**src/rtl/agu_pkg.sv**
```systemverilog
// Package: shared encodings for the load/store address generator.
// Assumes 2-bit selector fields; unused codes are folded by the users.
package agu_pkg;

    // Where the offset comes from.
    typedef enum logic [1:0] {
        SRC_IMM   = 2'd0,
        SRC_IDX   = 2'd1,
        SRC_SHIDX = 2'd2,
        SRC_RSVD  = 2'd3
    } ofs_src_e;

    // How the computed sum is used.
    typedef enum logic [1:0] {
        MODE_OFFSET = 2'd0,
        MODE_PRE    = 2'd1,
        MODE_POST   = 2'd2,
        MODE_RSVD   = 2'd3
    } idx_mode_e;

endpackage

```
**src/rtl/agu_offset_sel.sv**
```systemverilog
// Module: agu_offset_sel
// Picks the offset operand: immediate, index register, or index register
// shifted left by a count. Purely combinational. Assumes the shift count fits
// in SHAMT_W bits; bits moved past the top are dropped and the reserved source
// code falls back to the immediate.
module agu_offset_sel
    import agu_pkg::*;
#(
    parameter int DATA_W  = 32,
    parameter int SHAMT_W = $clog2(DATA_W)
) (
    input  logic [1:0]         src_sel,
    input  logic [DATA_W-1:0]  imm_in,
    input  logic [DATA_W-1:0]  idx_in,
    input  logic [SHAMT_W-1:0] shift_cnt,
    output logic [DATA_W-1:0]  ofs_out
);

    logic [DATA_W-1:0] shifted_idx;

    // Logical left shift of the index register; zeros enter at the bottom.
    always_comb begin
        shifted_idx = idx_in << shift_cnt;
    end

    // Offset source multiplexer.
    always_comb begin
        unique case (ofs_src_e'(src_sel))
            SRC_IDX:   ofs_out = idx_in;
            SRC_SHIDX: ofs_out = shifted_idx;
            default:   ofs_out = imm_in;
        endcase
    end

endmodule

```
**src/rtl/agu_addsub.sv**
```systemverilog
// Module: agu_addsub
// Adds or subtracts the offset from the base, wrapping modulo 2^DATA_W.
// SHARED_ADDER chooses the structure: 1 builds one adder fed with the
// inverted operand and a carry-in, 0 builds separate add and subtract paths
// followed by a multiplexer. Both give the same result.
module agu_addsub #(
    parameter int DATA_W       = 32,
    parameter bit SHARED_ADDER = 1'b1
) (
    input  logic [DATA_W-1:0] base_in,
    input  logic [DATA_W-1:0] ofs_in,
    input  logic              do_sub,
    output logic [DATA_W-1:0] sum_out
);

    generate
        if (SHARED_ADDER) begin : g_shared
            logic [DATA_W-1:0] ofs_eff;
            logic [DATA_W-1:0] cin_vec;

            // Invert the operand for subtraction and add one through the carry-in.
            always_comb begin
                ofs_eff = ofs_in ^ {DATA_W{do_sub}};
                cin_vec = {{(DATA_W-1){1'b0}}, do_sub};
                sum_out = base_in + ofs_eff + cin_vec;
            end
        end else begin : g_split
            logic [DATA_W-1:0] add_res;
            logic [DATA_W-1:0] sub_res;

            // Two arithmetic paths run in parallel; do_sub picks one.
            always_comb begin
                add_res = base_in + ofs_in;
                sub_res = base_in - ofs_in;
                sum_out = do_sub ? sub_res : add_res;
            end
        end
    endgenerate

endmodule

```
**src/rtl/agu_mode_route.sv**
```systemverilog
// Module: agu_mode_route
// Routes the base and the sum to the access address and the write-back value
// according to the indexing mode. Combinational. The reserved mode code acts
// as plain offset mode. The write-back value is always the sum.
module agu_mode_route
    import agu_pkg::*;
#(
    parameter int DATA_W = 32
) (
    input  logic [1:0]        mode_sel,
    input  logic [DATA_W-1:0] base_in,
    input  logic [DATA_W-1:0] sum_in,
    output logic [DATA_W-1:0] ea_nxt,
    output logic              wb_en_nxt,
    output logic [DATA_W-1:0] wb_data_nxt
);

    // Select the access address and the write-back enable for each mode.
    always_comb begin
        wb_data_nxt = sum_in;
        unique case (idx_mode_e'(mode_sel))
            MODE_PRE: begin
                ea_nxt    = sum_in;
                wb_en_nxt = 1'b1;
            end
            MODE_POST: begin
                ea_nxt    = base_in;
                wb_en_nxt = 1'b1;
            end
            default: begin
                ea_nxt    = sum_in;
                wb_en_nxt = 1'b0;
            end
        endcase
    end

endmodule

```
**src/rtl/agu_out_reg.sv**
```systemverilog
// Module: agu_out_reg
// Output register stage. It loads the routed results when the request strobe
// is high and holds them otherwise. res_q is high for one cycle after each
// load. A synchronous active-low reset clears everything.
module agu_out_reg #(
    parameter int DATA_W = 32
) (
    input  logic              clk,
    input  logic              rst_n,
    input  logic              load,
    input  logic [DATA_W-1:0] ea_d,
    input  logic              wb_en_d,
    input  logic [DATA_W-1:0] wb_data_d,
    output logic [DATA_W-1:0] ea_q,
    output logic              wb_en_q,
    output logic [DATA_W-1:0] wb_data_q,
    output logic              res_q
);

    // Result registers: clear on reset, load on request, otherwise hold.
    always_ff @(posedge clk) begin
        if (!rst_n) begin
            ea_q      <= '0;
            wb_en_q   <= 1'b0;
            wb_data_q <= '0;
        end else if (load) begin
            ea_q      <= ea_d;
            wb_en_q   <= wb_en_d;
            wb_data_q <= wb_data_d;
        end
    end

    // One-cycle flag marking a fresh result.
    always_ff @(posedge clk) begin
        if (!rst_n) begin
            res_q <= 1'b0;
        end else begin
            res_q <= load;
        end
    end

endmodule

```
**src/rtl/ls_agu_top.sv**
```systemverilog
// Module: ls_agu_top
// Load/store address generator. It forms an offset, adds it to or subtracts
// it from the base, routes the base and the sum by indexing mode, and
// registers the effective address, the write-back enable and the write-back
// value. Assumes the request inputs are stable around the clock edge where
// req_valid is sampled.
module ls_agu_top #(
    parameter int ADDR_W       = 32,
    parameter bit SHARED_ADDER = 1'b1,
    localparam int SHAMT_W     = $clog2(ADDR_W)
) (
    input  logic               clk,
    input  logic               rst_n,
    input  logic               req_valid,
    input  logic [ADDR_W-1:0]  base_val,
    input  logic [1:0]         ofs_src,
    input  logic [ADDR_W-1:0]  imm_val,
    input  logic [ADDR_W-1:0]  idx_val,
    input  logic [SHAMT_W-1:0] shamt,
    input  logic               sub_ofs,
    input  logic [1:0]         idx_mode,
    output logic [ADDR_W-1:0]  ea_out,
    output logic               wb_en,
    output logic [ADDR_W-1:0]  wb_data,
    output logic               res_valid
);

    logic [ADDR_W-1:0] ofs_w;
    logic [ADDR_W-1:0] sum_w;
    logic [ADDR_W-1:0] ea_w;
    logic              wb_en_w;
    logic [ADDR_W-1:0] wb_data_w;

    agu_offset_sel #(
        .DATA_W  (ADDR_W),
        .SHAMT_W (SHAMT_W)
    ) ofs_sel_i (
        .src_sel   (ofs_src),
        .imm_in    (imm_val),
        .idx_in    (idx_val),
        .shift_cnt (shamt),
        .ofs_out   (ofs_w)
    );

    agu_addsub #(
        .DATA_W       (ADDR_W),
        .SHARED_ADDER (SHARED_ADDER)
    ) addsub_i (
        .base_in (base_val),
        .ofs_in  (ofs_w),
        .do_sub  (sub_ofs),
        .sum_out (sum_w)
    );

    agu_mode_route #(
        .DATA_W (ADDR_W)
    ) route_i (
        .mode_sel    (idx_mode),
        .base_in     (base_val),
        .sum_in      (sum_w),
        .ea_nxt      (ea_w),
        .wb_en_nxt   (wb_en_w),
        .wb_data_nxt (wb_data_w)
    );

    agu_out_reg #(
        .DATA_W (ADDR_W)
    ) oreg_i (
        .clk       (clk),
        .rst_n     (rst_n),
        .load      (req_valid),
        .ea_d      (ea_w),
        .wb_en_d   (wb_en_w),
        .wb_data_d (wb_data_w),
        .ea_q      (ea_out),
        .wb_en_q   (wb_en),
        .wb_data_q (wb_data),
        .res_q     (res_valid)
    );

endmodule

```
**config.mk**
```make
export PLATFORM = sky130hd
export DESIGN_NAME = ls_agu_top
export DESIGN_NICKNAME = d
export VERILOG_FILES = /design/src/rtl/agu_pkg.sv /design/src/rtl/agu_offset_sel.sv /design/src/rtl/agu_addsub.sv /design/src/rtl/agu_mode_route.sv /design/src/rtl/agu_out_reg.sv /design/src/rtl/ls_agu_top.sv
export SDC_FILE = /design/constraint.sdc
export NUM_CORES = 1
export LEC_CHECK = 0
export BUFFER_PORTS_ARGS = -buffer_cell sky130_fd_sc_hd__clkbuf_2
export CORE_MARGIN = 3
export CORE_UTILIZATION = 35
export CTS_CLUSTER_SIZE = 40
export DETAILED_ROUTE_END_ITERATION = 16
export HOLD_SLACK_MARGIN = 0.15
export RECOVER_POWER = 50
export SYNTH_ARGS = -nofsm -noshare
export SYNTH_HDL_FRONTEND = slang
export SYNTH_HIERARCHICAL = 1
export SYNTH_SLANG_ARGS = --single-unit
```
**constraint.sdc**
```tcl
create_clock -name clk -period 5.9 [get_ports clk]
set_input_delay 0.59 -clock clk [delete_from_list [all_inputs] [get_ports clk]]
set_output_delay 0.59 -clock clk [all_outputs]
set_load 0.005 [all_outputs]
```
==> flow_summary.json <==
{
  "path_cells": "clkbuf_2 > buf_4 > mux4_2 > mux2i_1 > o32ai_1 > o22a_1 > xor2_1 > ha_1 > a21o_1 > a211o_1 > o21ai_0 > o21bai_1 > xnor2_1 > mux2_4 > mux2i_1 > nor2b_1",
  "synth-xor-area-share_pct": 6.794,
  "timing.fmax_mhz": 198.2,
  "cp.required_ns": 6.13,
  "postLayoutCoreUtil_pct": 40.20,
  "yosysWarnings": 6,
  "layout-area-overhead-vs-synth_pct": 11.46,
  "pwr-share-comb_pct": 52.6,
  "die_area_um2": 24690,
  "p_leak_nw": 4.007,
  "grt_pass1_vias": 6820,
  "cp_max_fo": 27,
  "cts_tree": "yes",
  "clk_latency_ns": 0.33,
  "start_util_pct": 36.07,
  "drc": 0,
  "cpMostUsedCell": "mux2i_1",
  "grt_pass1_wl_mm": 38.01,
  "p_sw_share_pct": 38.72,
  "critPathLaunch": "shamt[0]",
  "nFillCells": 2336,
  "period_share_pct": 85.53,
  "power_switching_uw": 916.8,
  "timing.rr.start": "oreg_i/ea_q[30]",
  "multi_input_area_um2": 5884,
  "worst_slew_pin_slew_ns": 1.121,
  "r2r_slack_ns": 5.25,
  "seq_area_um2": 1321,
  "r2r_end": "oreg_i/ea_q[30]",
  "power_frac_clock_pct": 22.9,
  "hp-class": "flip-flop to flip-flop",
  "die_x_um": 157.1,
  "seqPwrFrac_pct": 24.5,
  "finClkSkew_ns": 0,
  "min_from": "oreg_i/wb_en_q",
  "clock_path_buffers": 2,
  "vias": 7106,
  "grt_usage_pct": 19.40,
  "finalSetupViolCount": 0,
  "drt-total-wl_mm": 24.90,
  "worstSetupPathType": "primary input to flip-flop",
  "io_pins": 175,
  "drt_iter0_drc": 658,
  "yosysSeqAreaShare_pct": 16.53,
  "dp.cells": 1273,
  "final-hold-violation-count": 0,
  "cap_violations": 0,
  "mappedNetlistArea_um2": 7993,
  "cts_resized": 0,
  "grt_setup_unrepaired": "no",
  "holdBufCountCts": 0,
  "ys_seq_elements": 66,
  "synth_cell_types": 78,
  "antenna_left": 0,
  "port_buffers": 174,
  "drv_slew": 0,
  "gp_congestion": 0.9305,
  "whs_endpoint": "oreg_i/wb_en_q",
  "dr.pass1.iters": 7,
  "slew_headroom_pct": 25.27,
  "grt_overflow": 0,
  "synth_mux_area_share_pct": 28.60,
  "postCtsSetupBuffers": 0,
  "slowest_delay_ns": 0.60,
  "via_per_inst": 5.513,
  "synthCells": 893,
  "p_per_area_nw_per_um2": 265.8,
  "period_needed_ns": 5.046,
  "wl_per_cell_um": 19.31,
  "status": "complete, no violations",
  "postSynth.asyncResetShare_pct": 0,
  "cts_root_buffer": "clkbuf_16",
  "synth-edff-count": 0,
  "antenna_found_initial": 1,
  "cts.clk_slew.worst_paths_ns": 0.06,
  "grt_max_degree": 67,
  "endpoint_kind": "flip-flop",
  "startpoint_type": "primary input",
  "synth_nets": 1039,
  "layoutNonFillerInstCount": 1289,
  "ir_drop_mv": 0.1669,
  "rr_worst_depth": 2,
  "synthFlopType": "dfxtp_1",
  "nets": 1150,
  "synthAdderAreaFrac_pct": 5.886,
  "rows": 54,
  "synth_top_family_by_area": "multiplexers",
  "crit_slowest_cell": "mux4_2",
  "die_h_um": 157.1,
  "synth_compound_area_share_pct": 17.72,
  "finalSetupTns_ns": 0,
  "dp.final_hpwl_mm": 19.56,
  "cts-htree-levels": 3,
  "worstPathArrival_ns": 5.27,
  "core_area_um2": 22160,
  "clock_sinks": 66,
  "cts_buffers": 9,
  "avgSynthCellArea_um2": 8.950,
  "internal_power_mw": 1.451,
  "synth-simple-area-share_pct": 14.59,
  "drive_gt1_share_pct": 26.09,
  "hold_depth": 2
}
## worst max-delay path by stage
stage,to,cells after the start
after floorplan,oreg_i/ea_q[26],19
after global placement,oreg_i/ea_q[27],19
after detailed placement,oreg_i/ea_q[31],19
after CTS,oreg_i/ea_q[31],19
after global routing,oreg_i/ea_q[31],19
final,oreg_i/ea_q[27],16
## cells in the final DEF, fill, tap and decap left out, types with 11 or more instances in the layout
cell        n
clkbuf_2  138
mux2i_1   101
nand2_1    77
nor2b_1    70
dfxtp_1    66
a21oi_1    55
xor2_1     44
nor2_1     36
ha_1       35
clkbuf_1   34
o21ai_0    33
mux2_4     30
mux4_2     25
inv_1      21
buf_4      19
xnor2_1    18
mux2_2     15
nand3_1    14
o211ai_1   12
a21o_1     11
a22oi_1    11
## per-stage QoR
stage	instance area, um^2	total power [mW]	setup WS [ns]	hold slack (ns)
after floorplan	7993	1.643	1.436	0.5073
after global placement	8655	1.831	0.5229	0.4934
after detailed placement	8655	1.839	0.4920	0.5050
after CTS	8950	2.392	0.8440	0.5213
after global routing	8909	2.536	0.3089	0.5353
final	8909	2.368	0.8540	0.5122
## cells by family (layout without fill, tap and decap cells)
kind of cell	Yosys count	after routing
and+or+nand+nor	234	234
other	0	1
xor gates and xnor gates	62	62
muxes	175	175
adders and majority gates	37	37
AOI/OAI and AO/OA	203	203
DFF	66	66
buffers and inverters	116	231
## worst max-delay path, delay by kind of cell
family | cells | cell delay [ns]
and+or+nand+nor | 1 | 0.06
buffers and inverters | 2 | 1.08
xor gates and xnor gates | 2 | 0.35
muxes | 4 | 1.23
AOI/OAI and AO/OA | 6 | 1.53
adders and majority gates | 1 | 0.41
## layout make-up
cell class | instances | area share (%)
flip-flops and latches | 66 | 14.83
inverters | 24 | 1.011
well taps | 280 | 3.933
clock inverters | 4 | 0.5899
diodes | 1 | 0.02809
repair buffers | 192 | 10.83
multi-input cells | 711 | 66.05
clock buffers | 11 | 2.725
## cells in the mapped netlist (all sizes together), types with 3 or more instances
cell	count	share of area, %
nand3	15	1.0
a21boi	4	0.38
a21o	13	1.3
a2bb2oi	7	0.77
clkbuf	27	1.3
and2	4	0.31
clkinv	3	0.14
xnor2	18	2.0
buf	64	7.3
a211oi	5	0.53
a31oi	5	0.39
o211ai	12	1.1
a22oi	11	1.0
mux2	45	7.7
o22ai	3	0.23
xor2	44	4.8
a21oi	58	3.9
a32oi	3	0.33
mux4	28	8.0
o21ai	38	2.5
ha	36	5.6
nand2b	3	0.23
and3	3	0.23
a2111oi	3	0.41
o21a	3	0.28
inv	21	0.99
o21bai	5	0.47
nand4	9	0.70
o22a	3	0.33
nor2b	70	5.5
a221o	4	0.50
mux2i	102	13
a221oi	8	1.0
dfxtp	66	17
nand2	77	3.6
nor2	36	1.7
nor3	10	0.63
o31ai	6	0.80
## flip-flops by register name, indices dropped and copies added, names as in the netlist
register	flops
oreg_i/ea_q	32
oreg_i/res_q	1
oreg_i/wb_data_q	32
oreg_i/wb_en_q	1
## power by group through the flow
stage	logic [mW]	registers [mW]	clock network, mW
3_3_place_gp	1.24	0.592	0
6_report	1.25	0.581	0.542
4_1_cts	1.25	0.583	0.556
5_1_grt	1.37	0.592	0.571
2_1_floorplan	1.05	0.591	0
3_5_place_dp	1.25	0.591	0
## metal layers
layer	wire [um]	share of wire, %	up-vias	track usage (%)
met3	1567	6.3	28	3.024
met4	556	2.2	0	5.909
met1	11520	46	3348	27.23
met2	11250	45	279	30.72
li1	-	-	3451	-
met5	0	0	-	0
Power figures use the tool's default switching activity.
